### src/rtl/avg_pkg.sv
package avg_pkg;
  typedef enum logic {SRC_FILT = 1'b0, SRC_RAW = 1'b1} src_sel_e;
endpackage

### src/rtl/avg_sample_reg.sv
module avg_sample_reg #(
  parameter int W = 8
) (
  input  logic         clk,
  input  logic         rst_n,
  input  logic         en,
  input  logic [W-1:0] d,
  output logic [W-1:0] q
);
  logic [W-1:0] q_nxt;

  always_comb begin
    q_nxt = q;
    if (en) q_nxt = d;
  end

  always_ff @(posedge clk or negedge rst_n) begin
    if (!rst_n) q <= '0;
    else        q <= q_nxt;
  end

  assert_hold_R2: assert property (@(posedge clk) disable iff (!rst_n)
    !en |=> $stable(q));
endmodule

### src/rtl/avg_update.sv
module avg_update #(
  parameter int SAMPLE_W = 8,
  parameter int FRAC_W   = 4,
  localparam int WORD_W  = SAMPLE_W + FRAC_W
) (
  input  logic [SAMPLE_W-1:0] in_s,
  input  logic [WORD_W-1:0]   old_w,
  output logic [WORD_W-1:0]   new_w
);
  logic [SAMPLE_W:0]   diff;
  logic [SAMPLE_W-1:0] err;
  logic                neg;
  logic [SAMPLE_W:0]   lo_sum;
  logic [FRAC_W-1:0]   hi_sum;

  always_comb begin
    // subtract by adding the inverted upper byte plus one
    diff   = {1'b0, in_s} + {1'b0, ~old_w[WORD_W-1:FRAC_W]} + {{SAMPLE_W{1'b0}}, 1'b1};
    err    = diff[SAMPLE_W-1:0];
    neg    = ~diff[SAMPLE_W];
    lo_sum = {1'b0, old_w[SAMPLE_W-1:0]} + {1'b0, err};
    // carry increments, a borrow adds all ones (decrement)
    hi_sum = old_w[WORD_W-1:SAMPLE_W]
           + {{(FRAC_W-1){1'b0}}, lo_sum[SAMPLE_W]}
           + {FRAC_W{neg}};
    new_w  = {hi_sum, lo_sum[SAMPLE_W-1:0]};
  end

  always_comb begin
    if (in_s == old_w[WORD_W-1:FRAC_W])
      assert_zero_err_R3: assert (new_w == old_w);
  end
endmodule

### src/rtl/avg_out_stage.sv
module avg_out_stage
  import avg_pkg::*;
#(
  parameter int SAMPLE_W = 8,
  parameter int FRAC_W   = 4,
  localparam int WORD_W  = SAMPLE_W + FRAC_W
) (
  input  logic                clk,
  input  logic                rst_n,
  input  logic                samp_en,
  input  logic [WORD_W-1:0]   filt_sum,
  input  logic [SAMPLE_W-1:0] raw_in,
  input  logic                bypass,
  input  logic                mem_access,
  input  logic [WORD_W-1:0]   bus_in,
  output logic [WORD_W-1:0]   wr_data,
  output logic                wr_oe,
  output logic                wr_en,
  output logic [SAMPLE_W-1:0] dac
);
  logic [WORD_W-1:0]   filt_q, filt_nxt;
  logic [SAMPLE_W-1:0] raw_q, raw_nxt;
  logic [SAMPLE_W-1:0] dac_q, dac_nxt;
  logic                pend_q, pend_nxt;
  src_sel_e            sel;
  logic [WORD_W-1:0]   own_word;
  logic [WORD_W-1:0]   bus_word;

  always_comb begin
    sel      = bypass ? SRC_RAW : SRC_FILT;
    own_word = (sel == SRC_RAW) ? {raw_q, {FRAC_W{1'b0}}} : filt_q;
    bus_word = mem_access ? bus_in : own_word;
    filt_nxt = samp_en ? filt_sum : filt_q;
    raw_nxt  = samp_en ? raw_in : raw_q;
    dac_nxt  = samp_en ? bus_word[WORD_W-1:FRAC_W] : dac_q;
    pend_nxt = samp_en;
  end

  always_ff @(posedge clk or negedge rst_n) begin
    if (!rst_n) begin
      filt_q <= '0;
      raw_q  <= '0;
      dac_q  <= '0;
      pend_q <= 1'b0;
    end else begin
      filt_q <= filt_nxt;
      raw_q  <= raw_nxt;
      dac_q  <= dac_nxt;
      pend_q <= pend_nxt;
    end
  end

  assign wr_data = own_word;
  assign wr_oe   = ~mem_access;
  assign wr_en   = pend_q & ~mem_access;
  assign dac     = dac_q;

  assert_strobe_after_en_R7: assert property (@(posedge clk) disable iff (!rst_n)
    wr_en |-> $past(samp_en));
  assert_bypass_low_clear_R5: assert property (@(posedge clk) disable iff (!rst_n)
    (wr_en && bypass) |-> (wr_data[FRAC_W-1:0] == '0));
  assert_dac_hold_R8: assert property (@(posedge clk) disable iff (!rst_n)
    !samp_en |=> $stable(dac));
endmodule

### src/rtl/recursive_avg_dp.sv
module recursive_avg_dp #(
  parameter int SAMPLE_W = 8,
  parameter int FRAC_W   = 4,
  localparam int WORD_W  = SAMPLE_W + FRAC_W
) (
  input  logic                clk,
  input  logic                rst_n,
  input  logic                samp_en,
  input  logic [SAMPLE_W-1:0] samp_in,
  input  logic [WORD_W-1:0]   store_rd,
  input  logic                bypass,
  input  logic                mem_access,
  output logic [WORD_W-1:0]   store_wr_data,
  output logic                store_wr_oe,
  output logic                store_wr_en,
  output logic [SAMPLE_W-1:0] dac_out
);
  logic [SAMPLE_W-1:0] in_q;
  logic [WORD_W-1:0]   sum;

  avg_sample_reg #(.W(SAMPLE_W)) u_in (
    .clk(clk), .rst_n(rst_n), .en(samp_en), .d(samp_in), .q(in_q)
  );

  avg_update #(.SAMPLE_W(SAMPLE_W), .FRAC_W(FRAC_W)) u_upd (
    .in_s(in_q), .old_w(store_rd), .new_w(sum)
  );

  avg_out_stage #(.SAMPLE_W(SAMPLE_W), .FRAC_W(FRAC_W)) u_out (
    .clk(clk), .rst_n(rst_n), .samp_en(samp_en), .filt_sum(sum),
    .raw_in(in_q), .bypass(bypass), .mem_access(mem_access),
    .bus_in(store_rd), .wr_data(store_wr_data), .wr_oe(store_wr_oe),
    .wr_en(store_wr_en), .dac(dac_out)
  );

  assert_no_write_on_access_R6: assert property (@(posedge clk) disable iff (!rst_n)
    mem_access |-> (!store_wr_en && !store_wr_oe));
  assert_strobe_one_cycle_R7: assert property (@(posedge clk) disable iff (!rst_n)
    (store_wr_en && !samp_en) |=> !store_wr_en);
endmodule

### config.mk
export PLATFORM = sky130hd
export DESIGN_NAME = recursive_avg_dp
export DESIGN_NICKNAME = d
export VERILOG_FILES = /design/src/rtl/avg_pkg.sv /design/src/rtl/avg_sample_reg.sv /design/src/rtl/avg_update.sv /design/src/rtl/avg_out_stage.sv /design/src/rtl/recursive_avg_dp.sv
export SDC_FILE = /design/constraint.sdc
export NUM_CORES = 1
export LEC_CHECK = 0
export BUFFER_PORTS_ARGS = -buffer_cell sky130_fd_sc_hd__buf_2
export CELL_PAD_IN_SITES_DETAIL_PLACEMENT = 0
export CELL_PAD_IN_SITES_GLOBAL_PLACEMENT = 1
export CORE_MARGIN = 3
export CORE_UTILIZATION = 38
export DETAILED_ROUTE_END_ITERATION = 10
export PLACE_DENSITY = 0.85
export SETUP_SLACK_MARGIN = 0.3
export SYNTH_ARGS = -nofsm -noshare
export SYNTH_HDL_FRONTEND = slang
export SYNTH_SLANG_ARGS = --single-unit
### constraint.sdc
create_clock -name clk -period 3.2 [get_ports clk]
set_clock_uncertainty 0.05 [all_clocks]
set_input_delay 0 -clock clk [delete_from_list [all_inputs] [get_ports clk]]
set_output_delay 0 -clock clk [all_outputs]
set_load 0.1 [all_outputs]
### Word-level counts from Yosys, hierarchy flattened

Cells that the tools add are included.

| storage, ports and cells | value |
|---|---|
| register bits after elaboration | 37 |
| bits in latches | 0 |
| RAM bits | 0 |
| memory bits (read-only) | 0 |
| bits of input ports | 25 |
| output and inout bits | 22 |
| memories | 0 |

| operators by class | value |
|---|---|
| $add $sub $neg | 5 |
| $mul | 0 |
| divide/modulo/power cells | 0 |
| magnitude comparators | 0 |
| equal/unequal tests | 0 |
| shift-type cells | 0 |
| mux-type cells | 3 |
| bitwise logic cells | 4 |
| reduce and logical (&&, ||, !) cells | 0 |

Operator list:

| kind | count |
|---|---|
| $mux W12 | 2 |
| $add A8 B8 Y9 | 2 |
| $add A9 B1 Y9 const B | 1 |
| $not A8 Y8 | 1 |
| $add A4 B1 Y4 | 1 |
| $add A4 B4 Y4 | 1 |
| $not A1 Y1 | 2 |
| $and A1 B1 Y1 | 1 |
| $mux W1 | 1 |

### Depth between registers and ports, before layout

Gate-level depths: netlist (run 1).

| logic depth | value |
|---|---|
| depth after elaboration | 6 |
| mapped depth | 18 |
| mapped depth without buffers | 18 |

### Cells and area by module

A second synthesis (run 1) with hierarchy kept.

| unflattened totals | value |
|---|---|
| cell total of the unflattened synthesis | 218 |
| area total of the unflattened synthesis | 2488.6 um2 |

By module, submodules not included:

| module | instances | cells each | area each (um2) | sequential area each (um2) |
|---|---|---|---|---|
| avg_out_stage | 1 | 95 | 1325.0 | 725.7 |
| avg_update | 1 | 106 | 832.0 | 0.0 |
| avg_sample_reg | 1 | 17 | 331.6 | 200.2 |

### Least setup slack after synthesis (run 1)

Ideal clock, no wire load.

| timing path | value |
|---|---|
| path kind | register to register |
| start point | register u_in.q[0] |
| end point | register u_out.filt_q[11] |
| arrival time | 3.317 ns |
| required time | 3.025 ns |
| path slack | -0.292 ns |
| stages on the path, launching flop included | 17 |
| path buffers | 0 |
| path through | dfrtp_1 -> inv_1 -> ha_1 -> fa_1 -> inv_1 -> fa_1 -> a21o_1 -> a21oi_1 -> o21ai_1 -> nand3_1 -> nand2_1 -> fa_1 -> a21o_1 -> a21oi_1 -> xnor2_1 -> xnor2_1 -> mux2_4 |

| between the ends | value |
|---|---|
| word-level cells in the longest chain between the ends | 5 |

Ends and longest elaborated chain:

| what | line | source |
|---|---|---|
| start: declaration | avg_sample_reg.sv:8 | `output logic [W-1:0] q` |
| start signal: assignment | avg_sample_reg.sv:19 | `else q <= q_nxt;` |
| $add A8 B8 Y9 (*) | avg_update.sv:18 | `diff = {1'b0, in_s} + {1'b0, ~old_w[WORD_W-1:FRAC_W]} + {{SAMPLE_W{1'b0}}, 1'b1};` |
| $add A9 B1 Y9 (*) | avg_update.sv:18 |  |
| $add A8 B8 Y9 | avg_update.sv:21 | `lo_sum = {1'b0, old_w[SAMPLE_W-1:0]} + {1'b0, err};` |
| $add A4 B1 Y4 | avg_update.sv:24 | `+ {{(FRAC_W-1){1'b0}}, lo_sum[SAMPLE_W]}` |
| $add A4 B4 Y4 (*) | avg_update.sv:25 | `+ {FRAC_W{neg}};` |
| end signal: assignment | avg_out_stage.sv:46 | `filt_q <= filt_nxt;` |
| end: declaration | avg_out_stage.sv:21 | `logic [WORD_W-1:0] filt_q, filt_nxt;` |

Mark *: on every way between the ends. The rest lies on a longest branch, timed or not.
A chain may end at the register's enable or synchronous reset.

### Worst setup path after layout (run 1)

Same ends and word-level chain as after synthesis.

==> metrics, run 1 <==
number of synthesized flops with an enable pin 0; CTS tree done; Initial Utilization 40.48%; maxcap violations 0; pre-CTS WS -0.2406 ns; area delta synth->final 36.00%; Max Fclk 289.5 MHz; Antenna Nets Post-Route 0; WHS 0.06598 ns; Die W 83.99 um; CP endpoint kind flip-flop; core region area 5709 sq um; DP Wirelength 3.830 mm; DRC Markers 0; I/O pins 47; filler instances a little over 500; hold crit path type input port to flip-flop; Primary FF master, synth dfrtp_1; final period utilization 107.9%; Synth Instances 223; DIE HEIGHT 83.99 um; H-tree levels 2; Sink Count 37; Ys Warns 0; drt pass-1 iters 4; port bufs 46; Skew-Pair Late Insertion Delay 0.30 ns; status complete, but fails checks; synthesis-stage register bit count 37; worst path required time 3.32 ns; post-synth cell types 34; n_diodes 0; number of DRC markers in iteration 0 53; num rows 27; CP arrival 3.58 ns; clk slew on worst S/H paths approximately 0.080 ns; worst-path fanout max 2; Final Hold Fails 0; Setup violations, final 3; Max-slew headroom between 30% and 40%; Startpoint Class flip-flop; nets 361; worst setup margin -0.2542 ns; GPL Wtd Cong between 0.7 and 0.8; async set or reset register ratio after synthesis 100.0%; Via density 4.930; drt wl/cell approximately 14 um; global-route wire length before repair 8.728 mm; total power per unit cell area 719.4 nW/um^2; Worst Setup Path Type flip-flop to flip-flop; grt total ovfl 0; Leak 0.001543 uW; clock root buffer clkbuf_8; WL final around 5.3 mm; number of global-route vias before repair 1888; initial antenna violation count 0; Final Max Slew Viols 0; worst vdd ir between 0.0005 and 0.0006 V; RSZ-0062 raised after global routing true; layout cell share with drive strength beyond 1 41.53%; most common cell after layout, fill and taps aside buf_2; Mean Syn Cell Area a little over 10 sq um; fin crit period between 3 and 4 ns; largest net degree at the start of global routing 54; Synth Net Count 271; Worst Tran Pin Value 0.9931 ns; GRT Resource Usage Total about 16%; die area 7053 sq um; Num CTS Buffers 5; Post-Syn Area ~2300 sq um; routed via count 1898; Max Root-Sink Buffers 2; failing checks setup timing; sequential-to-total area share from yosys stat 40.06%; most frequent cells in the layout buf_2, dfrtp_1, buf_4, inv_1, mux2_2
-- logic make-up (layout without fill, tap and decap cells) --
group           count (synthesis)  count (layout)  synth area share, %
compound gates                 49              49                13.32
xor+xnor                       13              13                4.927
flops                          37              37                40.07
mux                            29              29                14.29
simple gates                   40              40                8.392
fa+ha+maj                      23              23                13.75
buf+inv                        32             122                5.251
-- synthesized netlist by cell type, types with 7 or more instances --
cell	count	area, sq um
a21oi_1	11	55.05
dfrtp_1	37	925.9
ha_1	19	237.7
inv_1	23	86.33
mux2_2	22	247.7
nand2_1	15	56.30
nor2_1	8	30.03
o211ai_1	9	67.56
o21ai_0	7	35.03
o21ai_1	9	45.04
xnor2_1	12	105.1
-- critical path, cell delays in order (launching register included) --
cell     delay, ns
dfrtp_1       0.37
inv_2         0.06
ha_4          0.16
fa_1          0.51
inv_2         0.05
fa_2          0.35
a21o_1        0.17
a21oi_2       0.19
o21ai_2       0.08
nand3_1       0.08
nand2_1       0.07
fa_2          0.34
a21o_1        0.20
a21oi_2       0.15
xnor2_1       0.15
xnor2_1       0.10
mux2_4        0.26
-- per-layer routing --
layer  wire length, um  global-route usage [%]  up-vias
li1                  -                       -      950
met1              2519                   21.10      905
met2              2411                   24.37       37
met3               238                   3.060        6
met4                99                   6.579        0
met5                 0                       0        -
-- cell type report --
type / instances / area, sq um / share of cell area, %
Clock buffer: 7 / 86.33 / 2.747
Inverter: 23 / 86.33 / 2.747
Multi-Input combinational cell: 154 / 1354 / 43.07
Sequential cell: 37 / 925.9 / 29.46
Tap cell: 72 / 90.09 / 2.866
Timing Repair Buffer: 92 / 600.6 / 19.11
-- path summary, 6_finish.rpt --
check | from | end | slack, ns | cells after the start
worst min-delay path | store_rd[5] | u_out.dac[1] | 0.07 | 5
worst max register to register | u_in.q[0] | u_out.filt_q[11] | -0.25 | 16
max in group asynchronous | rst_n | u_out.raw_q[3] | 2.24 | 2
min in group asynchronous | rst_n | u_out.filt_q[3] | 0.29 | 2
worst max-delay path | u_in.q[0] | u_out.filt_q[11] | -0.25 | 16
worst min register to register | u_out.filt_q[0] | u_out.filt_q[0] | 0.43 | 1
-- flip-flops by register name, indices dropped and copies added (netlist names) --
signal	flops
u_in.q	8
u_out.dac	8
u_out.filt_q	12
u_out.pend_q	1
u_out.raw_q	8
-- metrics by stage --
stage / total power, uW / TNS [ns] / area, sq um / std cells / util (%)
after global placement: 1840 / -0.2161 / 2825 / 358 / 49.49
after CTS: 2243 / -0.4318 / 3080 / 380 / 53.96
after global routing: 2399 / -1.004 / 3143 / 385 / 55.05
after floorplan: 1576 / -0.06051 / 2345 / 223 / -
final: 2261 / -0.6164 / 3143 / 385 / 55.05
after detailed placement: 1862 / -0.4318 / 2825 / 358 / 49.49
-- what timing repair did --
| action | in CTS | in global routing |
|---|---|---|
| gates resized for setup | 6 | 4 |
| buffers inserted | 5 | 5 |
| pin swaps | 7 | 7 |
| hold buffers | 10 | 0 |
| endpoints found under the setup margin | 4 | 6 |
| endpoints found under the hold margin | 46 | 0 |
-- power breakdown --
| part | total [uW] | internal, uW | switching [uW] |
|---|---|---|---|
| Combinational | 1300 | 468 | 830 |
| Clock | 330 | 171 | 159 |
| Sequential | 633 | 578 | 54.2 |
(Power assumes the default switching activity.)
==> run 2: changes to the inputs <==
clock period = 3.1 ns   (was 3.2 ns; I/O delays follow)
==> metrics, run 2 (synthesis gave the netlist of run 1 again) <==
Die W 83.99 um (unchanged); hold path depth 3 (-2); Max Fclk 292.8 MHz (+1.1%); FF-to-FF Start u_in.q[1]; layout cell share with drive strength beyond 1 42.63% (+1.1 points); fin crit period 3.416 ns (-0.03861 ns); most flop-heavy register u_out.filt_q; failing checks setup timing; Worst Setup Path Type flip-flop to flip-flop; Startpoint Class flip-flop; Final Hold Fails 0 (unchanged); status complete, but fails checks; Final Max Slew Viols 0 (unchanged); CP endpoint kind flip-flop; Skew-Pair Late Insertion Delay 0.29 ns (about the same); CP arrival 3.54 ns (-0.04 ns); Antenna Nets Post-Route 0 (unchanged); Max-slew headroom 43.03% (+9.2 points); Setup crit end u_out.filt_q[11]; I/O pins 47 (unchanged); R2R Setup Slk -0.32 ns (-0.06 ns); drt wl/cell 13.57 um (-0.86%); GPL Wtd Cong 0.8073 (+1.4%); DRC Markers 0 (unchanged); WHS 0.02833 ns (-0.03765 ns); Setup violations, final 3 (unchanged); number of DRC markers in iteration 0 76 (+43%); number of global-route vias before repair 1784 (-5.5%); Via density 4.820 (-2.2%); filler instances 507 (+0.60%); WL final 5.209 mm (-1.1%); Hold Startpoint store_rd[0]; Num CTS Buffers 5 (unchanged); DP Wirelength 3.964 mm (+3.5%); largest net degree at the start of global routing 40 (-26%); Worst Tran Pin Value 0.8546 ns (-0.1385 ns); worst path required time 3.23 ns (-0.09 ns); Sink Count 37 (unchanged); drt pass-1 iters 4 (unchanged); worst setup margin -0.3156 ns (-0.06139 ns); worst vdd ir 0.0005312 V (+4.0%); maxcap violations 0 (unchanged); Register Area 925.9 sq um (unchanged); routed via count 1851 (-2.5%); worst reg-to-reg path cell count 14 (-2); grt total ovfl 0 (unchanged); die area 7053 sq um (unchanged); RSZ-0062 raised after global routing true; clock root buffer clkbuf_8; worst r2r dst u_out.filt_q[11]; global-route wire length before repair 8.535 mm (-2.2%); CTS tree done; Max Root-Sink Buffers 2 (unchanged); critical path startpoint u_in.q[1]; GRT Resource Usage Total 15.09% (-0.52 points); num rows 27 (unchanged); total power 2435 uW (+7.7%); Leak 0.001559 uW (+1.0%); clk slew on worst S/H paths 0.07 ns (about the same); DIE HEIGHT 83.99 um (unchanged); core region area 5709 sq um (unchanged); Initial Utilization 40.48% (unchanged); nets 359 (-0.55%); most common cell after layout, fill and taps aside buf_2; initial antenna violation count 0 (unchanged); worst-path fanout max 5 (+3); H-tree levels 2 (unchanged); final period utilization 110.2% (+2.2 points); area of the multi-input gates 1365 sq um (+0.83%); n_diodes 0 (unchanged); most frequent cells in the layout buf_2, dfrtp_1, buf_4, inv_1, mux2_2; hold crit path type input port to flip-flop; number of flip-flops in the largest register 12 (unchanged); total power per unit cell area 768.1 nW/um^2 (+6.8%); area delta synth->final 37.20%; port bufs 46 (unchanged)
[run 2: how the worst min path moves through the flow]
stage | end | slack, ns
final | u_out.filt_q[0] | 0.03
after global routing | u_out.filt_q[0] | 0.06
after CTS | u_out.filt_q[0] | 0.03
after detailed placement | u_out.raw_q[2] | 0.12
after global placement | u_out.filt_q[3] | 0.1
after floorplan | u_in.q[0] | -0.35
[run 2: final cells by class]
type | instances | share of cell area [%]
clock inverter | 1 | 0.9471
multi-input combinational | 154 | 43.05
clock buffer | 7 | 2.723
sequential | 37 | 29.20
timing repair buffer | 90 | 18.51
tap | 72 | 2.841
inverter | 23 | 2.723
[run 2: power breakdown]
| group | internal (uW) | switching, uW | total (uW) |
|---|---|---|---|
| Sequential | 597 | 57.6 | 654 |
| Clock | 262 | 173 | 435 |
| Combinational | 486 | 860 | 1350 |
[run 2: worst max-delay path: stages, from the launching register on]
cell     delay, ns
dfrtp_1       0.40
ha_1          0.27
a21o_1        0.19
a41o_1        0.27
o41ai_2       0.25
xnor2_1       0.16
ha_1          0.29
a21oi_1       0.18
nand2_1       0.10
fa_2          0.34
a21o_1        0.19
a21oi_2       0.14
xnor2_1       0.14
xnor2_1       0.08
mux2_4        0.26
[run 2: metal layers]
layer	global-route usage, %	share of wire [%]
met1	20.52	49
met2	23.86	45
met3	3.060	3.5
met4	5.263	1.8
met5	0	0
[run 2: stage by stage]
stage	TNS, ns	setup WS (ns)	instance area (sq um)	instances	util, %
2_1_floorplan	-0.2088	-0.1605	2345	223	-
3_3_place_gp	-0.4721	-0.2492	2863	363	50.14
3_5_place_dp	-0.7236	-0.3333	2863	363	50.14
4_1_cts	-0.7570	-0.2965	3107	382	54.42
5_1_grt	-1.187	-0.4354	3171	384	55.53
6_report	-0.8222	-0.3156	3171	384	55.53
[run 2: what timing repair did]
| item | 4_1_cts | 5_1_grt |
|---|---|---|
| endpoints found under the hold margin | 45 | 0 |
| hold buffers | 9 | 0 |
| buffers inserted | 2 | 2 |
| pin swaps | 4 | 3 |
| endpoints found under the setup margin | 4 | 6 |
| gates resized for setup | 5 | 12 |
